--- src/rtl/bmdma_regs.sv ---
module bmdma_regs (
  input  logic        clk,
  input  logic        rst,
  input  logic [3:0]  bus_addr,
  input  logic [2:0]  bus_size,
  input  logic [31:0] bus_wdata,
  input  logic        bus_wr,
  input  logic        bus_rd,
  output logic [31:0] bus_rdata,
  input  logic [1:0]  eng_active,
  input  logic [1:0]  eng_err_set,
  input  logic [1:0]  eng_irq_set,
  output logic [1:0]  cmd_start,
  output logic [1:0]  cmd_dir,
  output logic [63:0] desc_ptr
);
  localparam int NCH = 2;

  logic [NCH-1:0]       run_q, dir_q, act_q, err_q, irq_q, b5_q, b6_q;
  logic [NCH-1:0][31:0] ptr_q;

  logic       ch;
  logic       in_ptr;
  logic [1:0] lane;
  logic       is_byte;
  logic [3:0] be;
  logic [31:0] wrep;

  assign ch      = bus_addr[3];
  assign in_ptr  = bus_addr[2];
  assign lane    = bus_addr[1:0];
  assign is_byte = (bus_size == 3'd1);

  always_comb begin
    case (bus_size)
      3'd1:    be = 4'b0001 << lane;
      3'd2:    be = lane[1] ? 4'b1100 : 4'b0011;
      3'd4:    be = 4'b1111;
      default: be = 4'b0000;
    endcase
    case (bus_size)
      3'd1:    wrep = {4{bus_wdata[7:0]}};
      3'd2:    wrep = {2{bus_wdata[15:0]}};
      default: wrep = bus_wdata;
    endcase
  end

  logic cmd_hit, sts_hit;
  assign cmd_hit = bus_wr && !in_ptr && is_byte && (lane == 2'd0);
  assign sts_hit = bus_wr && !in_ptr && is_byte && (lane == 2'd2);

  always_ff @(posedge clk) begin
    if (rst) begin
      run_q <= '0;
      dir_q <= '0;
      act_q <= '0;
      err_q <= '0;
      irq_q <= '0;
      b5_q  <= '0;
      b6_q  <= '0;
      ptr_q <= '0;
    end else begin
      act_q <= eng_active;
      for (int c = 0; c < NCH; c++) begin
        if (cmd_hit && ch == c[0]) begin
          run_q[c] <= bus_wdata[0];
          dir_q[c] <= bus_wdata[3];
        end
        if (sts_hit && ch == c[0]) begin
          b5_q[c] <= bus_wdata[5];
          b6_q[c] <= bus_wdata[6];
        end
        err_q[c] <= eng_err_set[c] |
                    (err_q[c] & ~(sts_hit && ch == c[0] && bus_wdata[1]));
        irq_q[c] <= eng_irq_set[c] |
                    (irq_q[c] & ~(sts_hit && ch == c[0] && bus_wdata[2]));
        for (int b = 0; b < 4; b++) begin
          if (bus_wr && in_ptr && ch == c[0] && be[b])
            ptr_q[c][8*b +: 8] <= wrep[8*b +: 8] & ((b == 0) ? 8'hFC : 8'hFF);
        end
      end
    end
  end

  logic [7:0]  cmd_byte, sts_byte;
  logic [31:0] pv;
  assign cmd_byte = {4'b0, dir_q[ch], 2'b0, run_q[ch]};
  assign sts_byte = {1'b0, b6_q[ch], b5_q[ch], 2'b0, irq_q[ch], err_q[ch], act_q[ch]};
  assign pv       = ptr_q[ch];

  always_comb begin
    bus_rdata = '0;
    if (bus_rd) begin
      if (!in_ptr) begin
        case (bus_size)
          3'd1: case (lane)
                  2'd0:    bus_rdata = {24'h0, cmd_byte};
                  2'd2:    bus_rdata = {24'h0, sts_byte};
                  default: bus_rdata = 32'h0000_00FF;
                endcase
          3'd2:    bus_rdata = 32'h0000_FFFF;
          3'd4:    bus_rdata = 32'hFFFF_FFFF;
          default: bus_rdata = '0;
        endcase
      end else begin
        case (bus_size)
          3'd1:    bus_rdata = {24'h0, pv[8*lane +: 8]};
          3'd2:    bus_rdata = {16'h0, lane[1] ? pv[31:16] : pv[15:0]};
          3'd4:    bus_rdata = pv;
          default: bus_rdata = '0;
        endcase
      end
    end
  end

  assign cmd_start = run_q;
  assign cmd_dir   = dir_q;
  assign desc_ptr  = {ptr_q[1], ptr_q[0]};
endmodule

--- config.mk ---
export PLATFORM = sky130hd
export DESIGN_NAME = bmdma_regs
export DESIGN_NICKNAME = d
export VERILOG_FILES = /design/src/rtl/bmdma_regs.sv
export SDC_FILE = /design/constraint.sdc
export NUM_CORES = 1
export LEC_CHECK = 0
export BUFFER_PORTS_ARGS = -buffer_cell sky130_fd_sc_hd__buf_2
export CAP_MARGIN = 5
export CORE_MARGIN = 2
export CORE_UTILIZATION = 40
export DETAILED_ROUTE_END_ITERATION = 12
export SYNTH_ARGS = -nofsm -noshare
export SYNTH_HDL_FRONTEND = slang
export SYNTH_SLANG_ARGS = --single-unit
export TNS_END_PERCENT = 10
--- constraint.sdc ---
create_clock -name clk -period 2.6 [get_ports clk]
set_input_delay 0.26 -clock clk [delete_from_list [all_inputs] [get_ports clk]]
set_output_delay 0.26 -clock clk [all_outputs]
set_load 0.02 [all_outputs]
==> impl_metrics.csv, run 1 <==
group,metric,value,unit
run_status,status,"finished clean",
floorplan,start_util,0.412,
worst_setup_path,path_common_cell,"buf_2",
clock_tree,cts_max_path_buffers,2,
route,drt_wl_total,17800,um
layout,multiInputGateArea,3180,um^2
clock_tree,clk_pin_slew,0.05,ns
route,drt_pass1_iterations,5,
worst_setup_path,rr_endpoint,"desc_ptr[54]$_SDFFE_PP0P_",
floorplan,ios,149,
sta,setup_tns,0,ns
sta,period_minus_slack,2.25,ns
logic_synthesis,synth_cell_types,52,
clock_tree,cts_tree,"built",
sta,holdWs,0.131,ns
logic_synthesis,synth-edff-count,0,
worst_setup_path,crit_required,2.34,ns
worst_setup_path,r2r_start,"desc_ptr[54]$_SDFFE_PP0P_",
worst_setup_path,r2r_slack,1.77,ns
route,wl_per_cell,21.3,um
layout,design_area,6100,um^2
clock_tree,numClockSinks,74,
worst_setup_path,crit_arrival,1.99,ns
global_routing,grt_first_pass_wirelength,26100,um
job,maxCapViolCount,0,
hold_path,hp-start,"eng_active[1]",
place,detailed_place_hpwl,13400,um
place,gp_congestion,0.904,
worst_setup_path,start_kind,"primary input",
layout,fin_cells,836,
global_routing,antenna_found_initial,0,
worst_setup_path,slowest_delay,0.36,ns
place,dp_cells,820,
floorplan,placementRows,40,
floorplan,die_w,116,um
global_routing,grt_usage,0.262,
global_routing,grt.overflow.total,0,
layout,area_delta_synth_final,22.3,%
power,irDropWorstVdd,0.235,mV
sta,period_share,0.867,
route,avgViaCountPerCell,5.93,
sta,final_max_slew_viol_count,0,
logic_synthesis,synth_seq_area_share,0.297,
power,power_leakage,2.67,nW
route,first_iter_violations,449,
logic_synthesis,yosys_warnings,0,
route,drc,0,
worst_setup_path,crit_type,"primary input to output pin",
route,postRouteAntennaNets,0,
layout,nets,712,
sta,rsz0062_at_grt,"false",
clock_tree,cts_setup_buffers,0,
worst_setup_path,r2r_cells,2,
logic_synthesis,syn_inst,539,
clock_tree,numCtsBuffers,9,
global_routing,grt_max_degree,59,
sta,setup_viol,0,
sta,worst_pin_slew,0.884,ns
layout,seqCellArea,1480,um^2
logic_synthesis,netlist_area,4990,um^2
floorplan,fp.dieArea,13400,um^2
worst_setup_path,critical_path.slowest_cell,"mux2i_1",
sta,fmax,444,MHz
sta,skew,0,ns
clock_tree,hold_buffers,0,
layout,fill_cells,1187,
logic_synthesis,synthFlopType,"dfxtp_1",
clock_tree,post_cts_resized,0,
clock_tree,htreeDepth,3,
route,vias,4958,
clock_tree,clk_latency,0.34,ns
sta,hold_viol,0,
global_routing,grt_pass1_vias,4574,
place,numPortBuffers,144,
logic_synthesis,ys_seq_elements,74,
clock_tree,cts-root-buf,"clkbuf_16",
logic_synthesis,postSynthAreaPerCell,9.26,um^2
sta,slew_headroom,0.411,
floorplan,coreArea,12100,um^2
power,p_per_area,489,nW/um^2
worst_setup_path,crit_chain,"buf_2 -> buf_12 -> buf_4 -> mux2i_1 -> o221ai_1 -> o221a_2 -> buf_2",
layout,drive_above_1_share,0.341,
place,placed_area,5800,um^2
layout,fin_util,0.504,
worst_setup_path,endpoint_kind,"output pin",
hold_path,hold_class,"primary input to flop",
hold_path,whs_endpoint,"act_q[1]$_SDFF_PP0_",
layout,antennaDiodeCount,0,
logic_synthesis,async_flop_share,0,
hold_path,min_path_cells,2,
floorplan,die_h,116,um
worst_setup_path,worstPathMaxFanout,27,
==> state kept, by name (all words and copies together) (netlist names) <==
signal / count
b6_q: 2
cmd_dir: 2
act_q: 2
err_q: 2
cmd_start: 2
b5_q: 2
irq_q: 2
desc_ptr: 60
==> how the worst max path moves through the flow <==
stage,to,start,slack [ns],cells after the start
CTS,bus_rdata[3],bus_addr[3],0.35,7
detailed placement,bus_rdata[3],bus_addr[3],0.36,7
finish,bus_rdata[3],bus_addr[3],0.35,7
global placement,bus_rdata[3],bus_addr[3],0.38,7
floorplan,bus_rdata[0],bus_addr[0],0.67,7
global route,bus_rdata[23],bus_size[2],0.22,6
==> where the power goes <==
part	internal [mW]	switching [mW]
Combinational	0.193	0.328
Sequential	1.15	0.0198
Clock	0.794	0.498
==> cell usage in the layout (no fill, tap or decap), types with 5 or more instances in the layout <==
cell       synthesis  final
a21o_1             9      9
buf_2             15    144
o21ai_0           14     14
nand2b_1          35     35
o221ai_1           6      6
dfxtp_1           74     74
clkbuf_16          0      9
nand2_1           30     30
nor2_1            29     29
buf_4             14     21
o211ai_1          17     17
o21a_1             8      8
inv_1              7      7
mux2i_1           80     80
nand3_1            5      5
mux4_2            15     15
a21oi_1           62     62
a211oi_1          16     16
o221a_2           13     13
nand3b_1          18     18
==> worst max-delay path, delay by kind of cell <==
kind | cells | cell delay, ns
AOI/OAI and AO/OA | 2 | 0.49
buffers and inverters | 4 | 0.85
muxes | 1 | 0.36
==> synth_stat cells, types with 9 or more instances <==
master,instances,share of area
mux2i_1,80,0.16
o211ai_1,17,0.026
a21oi_1,62,0.062
o21ai_0,14,0.014
a21o_1,9,0.014
a211oi_1,16,0.024
nor2_1,29,0.022
nand3b_1,18,0.027
buf_4,14,0.021
nand2b_1,35,0.044
dfxtp_1,74,0.30
nand2_1,30,0.023
mux4_2,15,0.068
buf_2,15,0.015
o221a_2,13,0.029
clkbuf_1,23,0.017
==> logic make-up (layout without fill, tap and decap cells) <==
kind of cell    count (synthesis)  count (layout)  synth area share
xor+xnor                        2               2           0.00502
compound gates                164             164             0.230
buf+inv                        63             189            0.0677
other cells                     1               4          0.000752
mux                            95              95             0.228
simple gates                  140             140             0.171
flops                          74              74             0.297
==> metal layers <==
| metal | vias to the layer above | GRT usage | part of all wire | wire length, um |
|---|---|---|---|---|
| met5 | - | 0 | 0 | 0 |
| met4 | 0 | 0.0865 | 0.020 | 353 |
| met3 | 28 | 0.0429 | 0.073 | 1300 |
| met2 | 230 | 0.432 | 0.47 | 8440 |
| met1 | 2446 | 0.351 | 0.43 | 7750 |
| li1 | 2254 | - | - | - |
==> through the flow <==
step	power [mW]	worst slack [ns]
global placement	1.70	0.378
floorplan	1.55	0.665
global route	3.08	0.217
CTS	2.99	0.353
detailed placement	1.71	0.357
finish	2.99	0.346
==> final cells by class <==
class                   instances  share of cell area
clock buffers                  12              0.0420
well taps                     168              0.0344
flip-flops and latches         74               0.243
clock inverters                 4             0.00820
inverters                       7             0.00431
multi-input cells             405               0.521
repair buffers                166               0.147
No activity file was read; power rests on OpenSTA's default activity.
==> run 2: changes to the inputs <==
CORE_MARGIN = 3   (was 2)
==> impl_metrics.csv, run 2 (synthesis gave the netlist of run 1 again) <==
group,metric,value,unit
run_status,status,"finished clean",
floorplan,ios,149,
sta,setup_viol,0,
global_routing,grt_max_degree,38,
clock_tree,numClockSinks,74,
layout,area_delta_synth_final,21.8,%
global_routing,antenna_found_initial,0,
worst_setup_path,crit_required,2.34,ns
power,p_per_area,503,nW/um^2
layout,fill_cells,1208,
route,met2_length,8600,um
clock_tree,numCtsBuffers,9,
route,drt_wl_total,18100,um
layout,nets,707,
layout,seqCellArea,1480,um^2
route,drt_pass1_iterations,6,
route,avgViaCountPerCell,5.93,
layout,drive_above_1_share,0.338,
hold_path,min_path_cells,2,
power,power_leakage,2.65,nW
sta,setup_tns,0,ns
hold_path,hp-start,"eng_active[0]",
worst_setup_path,path_common_cell,"buf_2",
worst_setup_path,crit_type,"primary input to output pin",
sta,hold_viol,0,
sta,final_max_slew_viol_count,0,
floorplan,die_h,118,um
layout,layout_common_cells,"buf_2 (144), mux2i_1 (80), dfxtp_1 (74)",
clock_tree,hold_buffers,0,
route,first_iter_violations,491,
place,detailed_place_hpwl,13500,um
layout,fin_cells,831,
clock_tree,cts_max_path_buffers,2,
worst_setup_path,crit_chain,"buf_2 -> nor3b_4 -> nand2_1 -> a21oi_1 -> buf_2",
job,maxCapViolCount,0,
layout,multiInputGateArea,3180,um^2
clock_tree,clk_latency,0.33,ns
route,dr.max_layer_used,"met4",
clock_tree,cts-root-buf,"clkbuf_16",
sta,fmax,419,MHz
layout,antennaDiodeCount,0,
sta,slew_headroom,0.521,
place,dp_cells,815,
floorplan,coreArea,12100,um^2
route,drc,0,
worst_setup_path,rr_endpoint,"desc_ptr[21]$_SDFFE_PP0P_",
floorplan,start_util,0.412,
clock_tree,htreeDepth,3,
route,wl_met3,1520,um
route,postRouteAntennaNets,0,
global_routing,grt_pass1_vias,4715,
place,numPortBuffers,144,
clock_tree,clk_pin_slew,0.06,ns
worst_setup_path,r2r_slack,1.76,ns
worst_setup_path,cp_num_cells,5,
layout,largest_register_ffs,60,
sta,worst_pin_slew,0.718,ns
floorplan,fp.dieArea,13800,um^2
sta,rsz0062_at_grt,"false",
clock_tree,post_cts_resized,0,
sta,period_minus_slack,2.39,ns
worst_setup_path,r2r_start,"desc_ptr[21]$_SDFFE_PP0P_",
clock_tree,cts_setup_buffers,0,
hold_path,hold_class,"primary input to flop",
worst_setup_path,slowest_delay,0.48,ns
worst_setup_path,r2r_cells,2,
global_routing,grt_first_pass_wirelength,27400,um
place,gp_congestion,0.889,
global_routing,grt.overflow.total,0,
floorplan,die_w,118,um
power,irDropWorstVdd,0.294,mV
worst_setup_path,path_delay_family,"simple AND/OR/NAND/NOR gates",
route,vias,4924,
worst_setup_path,critical_path.slowest_cell,"nand2_1",
hold_path,whs_endpoint,"act_q[0]$_SDFF_PP0_",
floorplan,placementRows,40,
worst_setup_path,endpoint_kind,"output pin",
clock_tree,cts_tree,"built",
route,m1WireLength,7500,um
worst_setup_path,worstPathMaxFanout,18,
worst_setup_path,crit_buf_inv,2,
sta,skew,0,ns
sta,period_share,0.918,
worst_setup_path,crit_arrival,2.13,ns
worst_setup_path,start_kind,"primary input",
layout,final_common_cell,"buf_2",
route,wl_per_cell,21.7,um
global_routing,grt_usage,0.252,
-- run 2: per-stage QoR --
stage                     setup WS (ns)  hold slack [ns]  total power, mW   util  instance area, um^2
after floorplan                   0.665            0.369             1.55      -                 5000
after global placement            0.277            0.469             1.70  0.474                 5750
after detailed placement          0.262            0.475             1.71  0.474                 5750
after CTS                         0.243            0.124             3.07  0.502                 6080
after global routing             0.0926            0.148             3.16  0.502                 6080
final                             0.213            0.130             3.06  0.502                 6080
-- run 2: where the power goes --
group / internal, mW / switching, mW
clock network: 0.868 / 0.501
logic: 0.186 / 0.329
registers: 1.15 / 0.0200
total: 2.21 / 0.851
-- run 2: how the worst max path moves through the flow --
| stage | start | end | slack, ns |
|---|---|---|---|
| after floorplan | bus_addr[0] | bus_rdata[0] | 0.67 |
| final | bus_size[2] | bus_rdata[24] | 0.21 |
| after CTS | bus_addr[3] | bus_rdata[2] | 0.24 |
| after global placement | bus_addr[3] | bus_rdata[2] | 0.28 |
| after detailed placement | bus_addr[3] | bus_rdata[2] | 0.26 |
| after global routing | bus_size[2] | bus_rdata[24] | 0.09 |
-- run 2: area by class of cell --
type                       instances  area share
timing repair buffer             161       0.140
clock inverter                     6      0.0148
clock buffer                      10      0.0393
tap                              168      0.0346
multi-input combinational        405       0.523
sequential                        74       0.244
inverter                           7     0.00432
-- run 2: worst register-to-register path, stage by stage, from the launching register on --
cell	delay [ns]
dfxtp_1	0.45
a21oi_1	0.07
a211oi_1	0.24
-- run 2: routing by layer --
metal | vias to the layer above | global-route usage
met5 | - | 0
met4 | 0 | 0.0872
met3 | 31 | 0.0529
met2 | 270 | 0.414
met1 | 2387 | 0.331
li1 | 2236 | -
==> run 3: changes to the inputs <==
CTS_CLUSTER_SIZE = 10   (was unset)
clock period = 2.4 ns   (was 2.6 ns; I/O delays follow)
==> impl_metrics.csv, run 3 (synthesis gave the netlist of run 1 again) <==
group,metric,value,unit
run_status,status,"finished clean",
global_routing,grt_max_degree,37,
place,numPortBuffers,144,
worst_setup_path,start_kind,"primary input",
layout,drive_above_1_share,0.343,
floorplan,fp.dieArea,13800,um^2
power,power_leakage,2.70,nW
layout,antennaDiodeCount,0,
layout,fin_util,0.508,
worst_setup_path,r2r_start,"desc_ptr[23]$_SDFFE_PP0P_",
route,drt_pass1_iterations,5,
global_routing,grt_first_pass_wirelength,27400,um
worst_setup_path,crit_type,"primary input to output pin",
worst_setup_path,r2r_cells,2,
sta,rsz0062_at_grt,"false",
place,pre_cts_slack,0.202,ns
floorplan,die_w,118,um
global_routing,grt_usage,0.253,
layout,fin_cells,838,
worst_setup_path,crit_required,2.16,ns
route,avgViaCountPerCell,5.90,
sta,period_share,0.941,
layout,final_common_cell,"buf_2",
clock_tree,cts_tree,"built",
sta,skew,0,ns
hold_path,min_path_cells,2,
power,swShare,0.271,
power,p_sw,918,uW
power,pwr-share-comb,0.168,
sta,worst_pin_slew,0.657,ns
route,wl_per_cell,21.5,um
sta,fmax,443,MHz
clock_tree,htreeDepth,3,
sta,setup_tns,0,ns
route,vias,4943,
worst_setup_path,crit_arrival,2.02,ns
layout,largest_register_ffs,60,
worst_setup_path,startpoint,"bus_addr[1]",
global_routing,grt_pass1_vias,4825,
floorplan,placementRows,40,
clock_tree,post_cts_resized,0,
job,maxCapViolCount,0,
global_routing,antenna_found_initial,0,
floorplan,ios,149,
worst_setup_path,endpoint_kind,"output pin",
power,irDropWorstVdd,0.251,mV
power,p_per_area,551,nW/um^2
layout,nets,715,
sta,worst_slack,0.141,ns
floorplan,die_h,118,um
power,p_int,2.47,mW
place,gp_congestion,0.888,
sta,slew_headroom,0.562,
sta,setup_viol,0,
clock_tree,numClockSinks,74,
sta,period_minus_slack,2.26,ns
layout,area_delta_synth_final,23.3,%
hold_path,hold_class,"primary input to flop",
place,dp_cells,823,
worst_setup_path,worstPathMaxFanout,19,
clock_tree,cts_max_path_buffers,2,
floorplan,start_util,0.412,
power,pwr-share-seq,0.375,
power,p_clk_frac,0.457,
clock_tree,hold_buffers,0,
clock_tree,cts-root-buf,"clkbuf_16",
sta,final_max_slew_viol_count,0,
route,postRouteAntennaNets,0,
route,drc,0,
clock_tree,numCtsBuffers,9,
clock_tree,cts_setup_buffers,0,
place,detailed_place_hpwl,13500,um
layout,layout_common_cells,"buf_2 (144), mux2i_1 (80), dfxtp_1 (74)",
clock_tree,clk_latency,0.34,ns
route,first_iter_violations,459,
sta,hold_viol,0,
clock_tree,clk_pin_slew,0.05,ns
hold_path,hp-start,"eng_active[0]",
floorplan,coreArea,12100,um^2
global_routing,grt.overflow.total,0,
route,drt_wl_total,18000,um
[run 3: cell count changes in the layout (fill, tap and decap cells not counted), sizes merged]
cell / delta
buf: +8
bufinv: +1
clkinv: -1
clkinvlp: -1
[run 3: metal layers]
layer	track usage	routed length, um
met1	0.326	7550
met2	0.409	8590
met3	0.0572	1330
met4	0.104	572
met5	0	0
[run 3: final timing paths]
check / endpoint / slack (ns)
setup / recovery: bus_rdata[3] / 0.14
hold / removal: act_q[0]$_SDFF_PP0_ / 0.11
setup reg to reg: desc_ptr[23]$_SDFFE_PP0P_ / 1.63
hold reg to reg: err_q[0]$_SDFF_PP0_ / 0.50
[run 3: area by class of cell]
class                      instances  area (um^2)
timing repair buffer             169          921
fill                            1182         5960
sequential                        74         1480
multi-input combinational        405         3180
tap                              168          210
clock buffer                      10          229
inverter                           7         26.3
clock inverter                     5          104
[run 3: stage by stage]
stage | cell area [um^2] | total power, mW | hold WS, ns
6_report | 6150 | 3.39 | 0.109
2_1_floorplan | 5000 | 1.68 | 0.349
3_3_place_gp | 5820 | 1.85 | 0.446
4_1_cts | 6150 | 3.39 | 0.105
3_5_place_dp | 5820 | 1.86 | 0.455
5_1_grt | 6150 | 3.48 | 0.126
[run 3: worst max-delay path, stage by stage]
cell	delay, ns
buf_2	0.45
nor2_1	0.17
a21oi_4	0.52
o221ai_1	0.20
o221a_2	0.28
buf_2	0.15
[run 3: power groups by stage]
stage / logic, mW / registers [mW] / clock network (mW)
2_1_floorplan: 0.368 / 1.31 / 0
3_3_place_gp: 0.550 / 1.30 / 0
3_5_place_dp: 0.560 / 1.30 / 0
4_1_cts: 0.562 / 1.27 / 1.56
5_1_grt: 0.605 / 1.27 / 1.61
6_report: 0.571 / 1.27 / 1.55
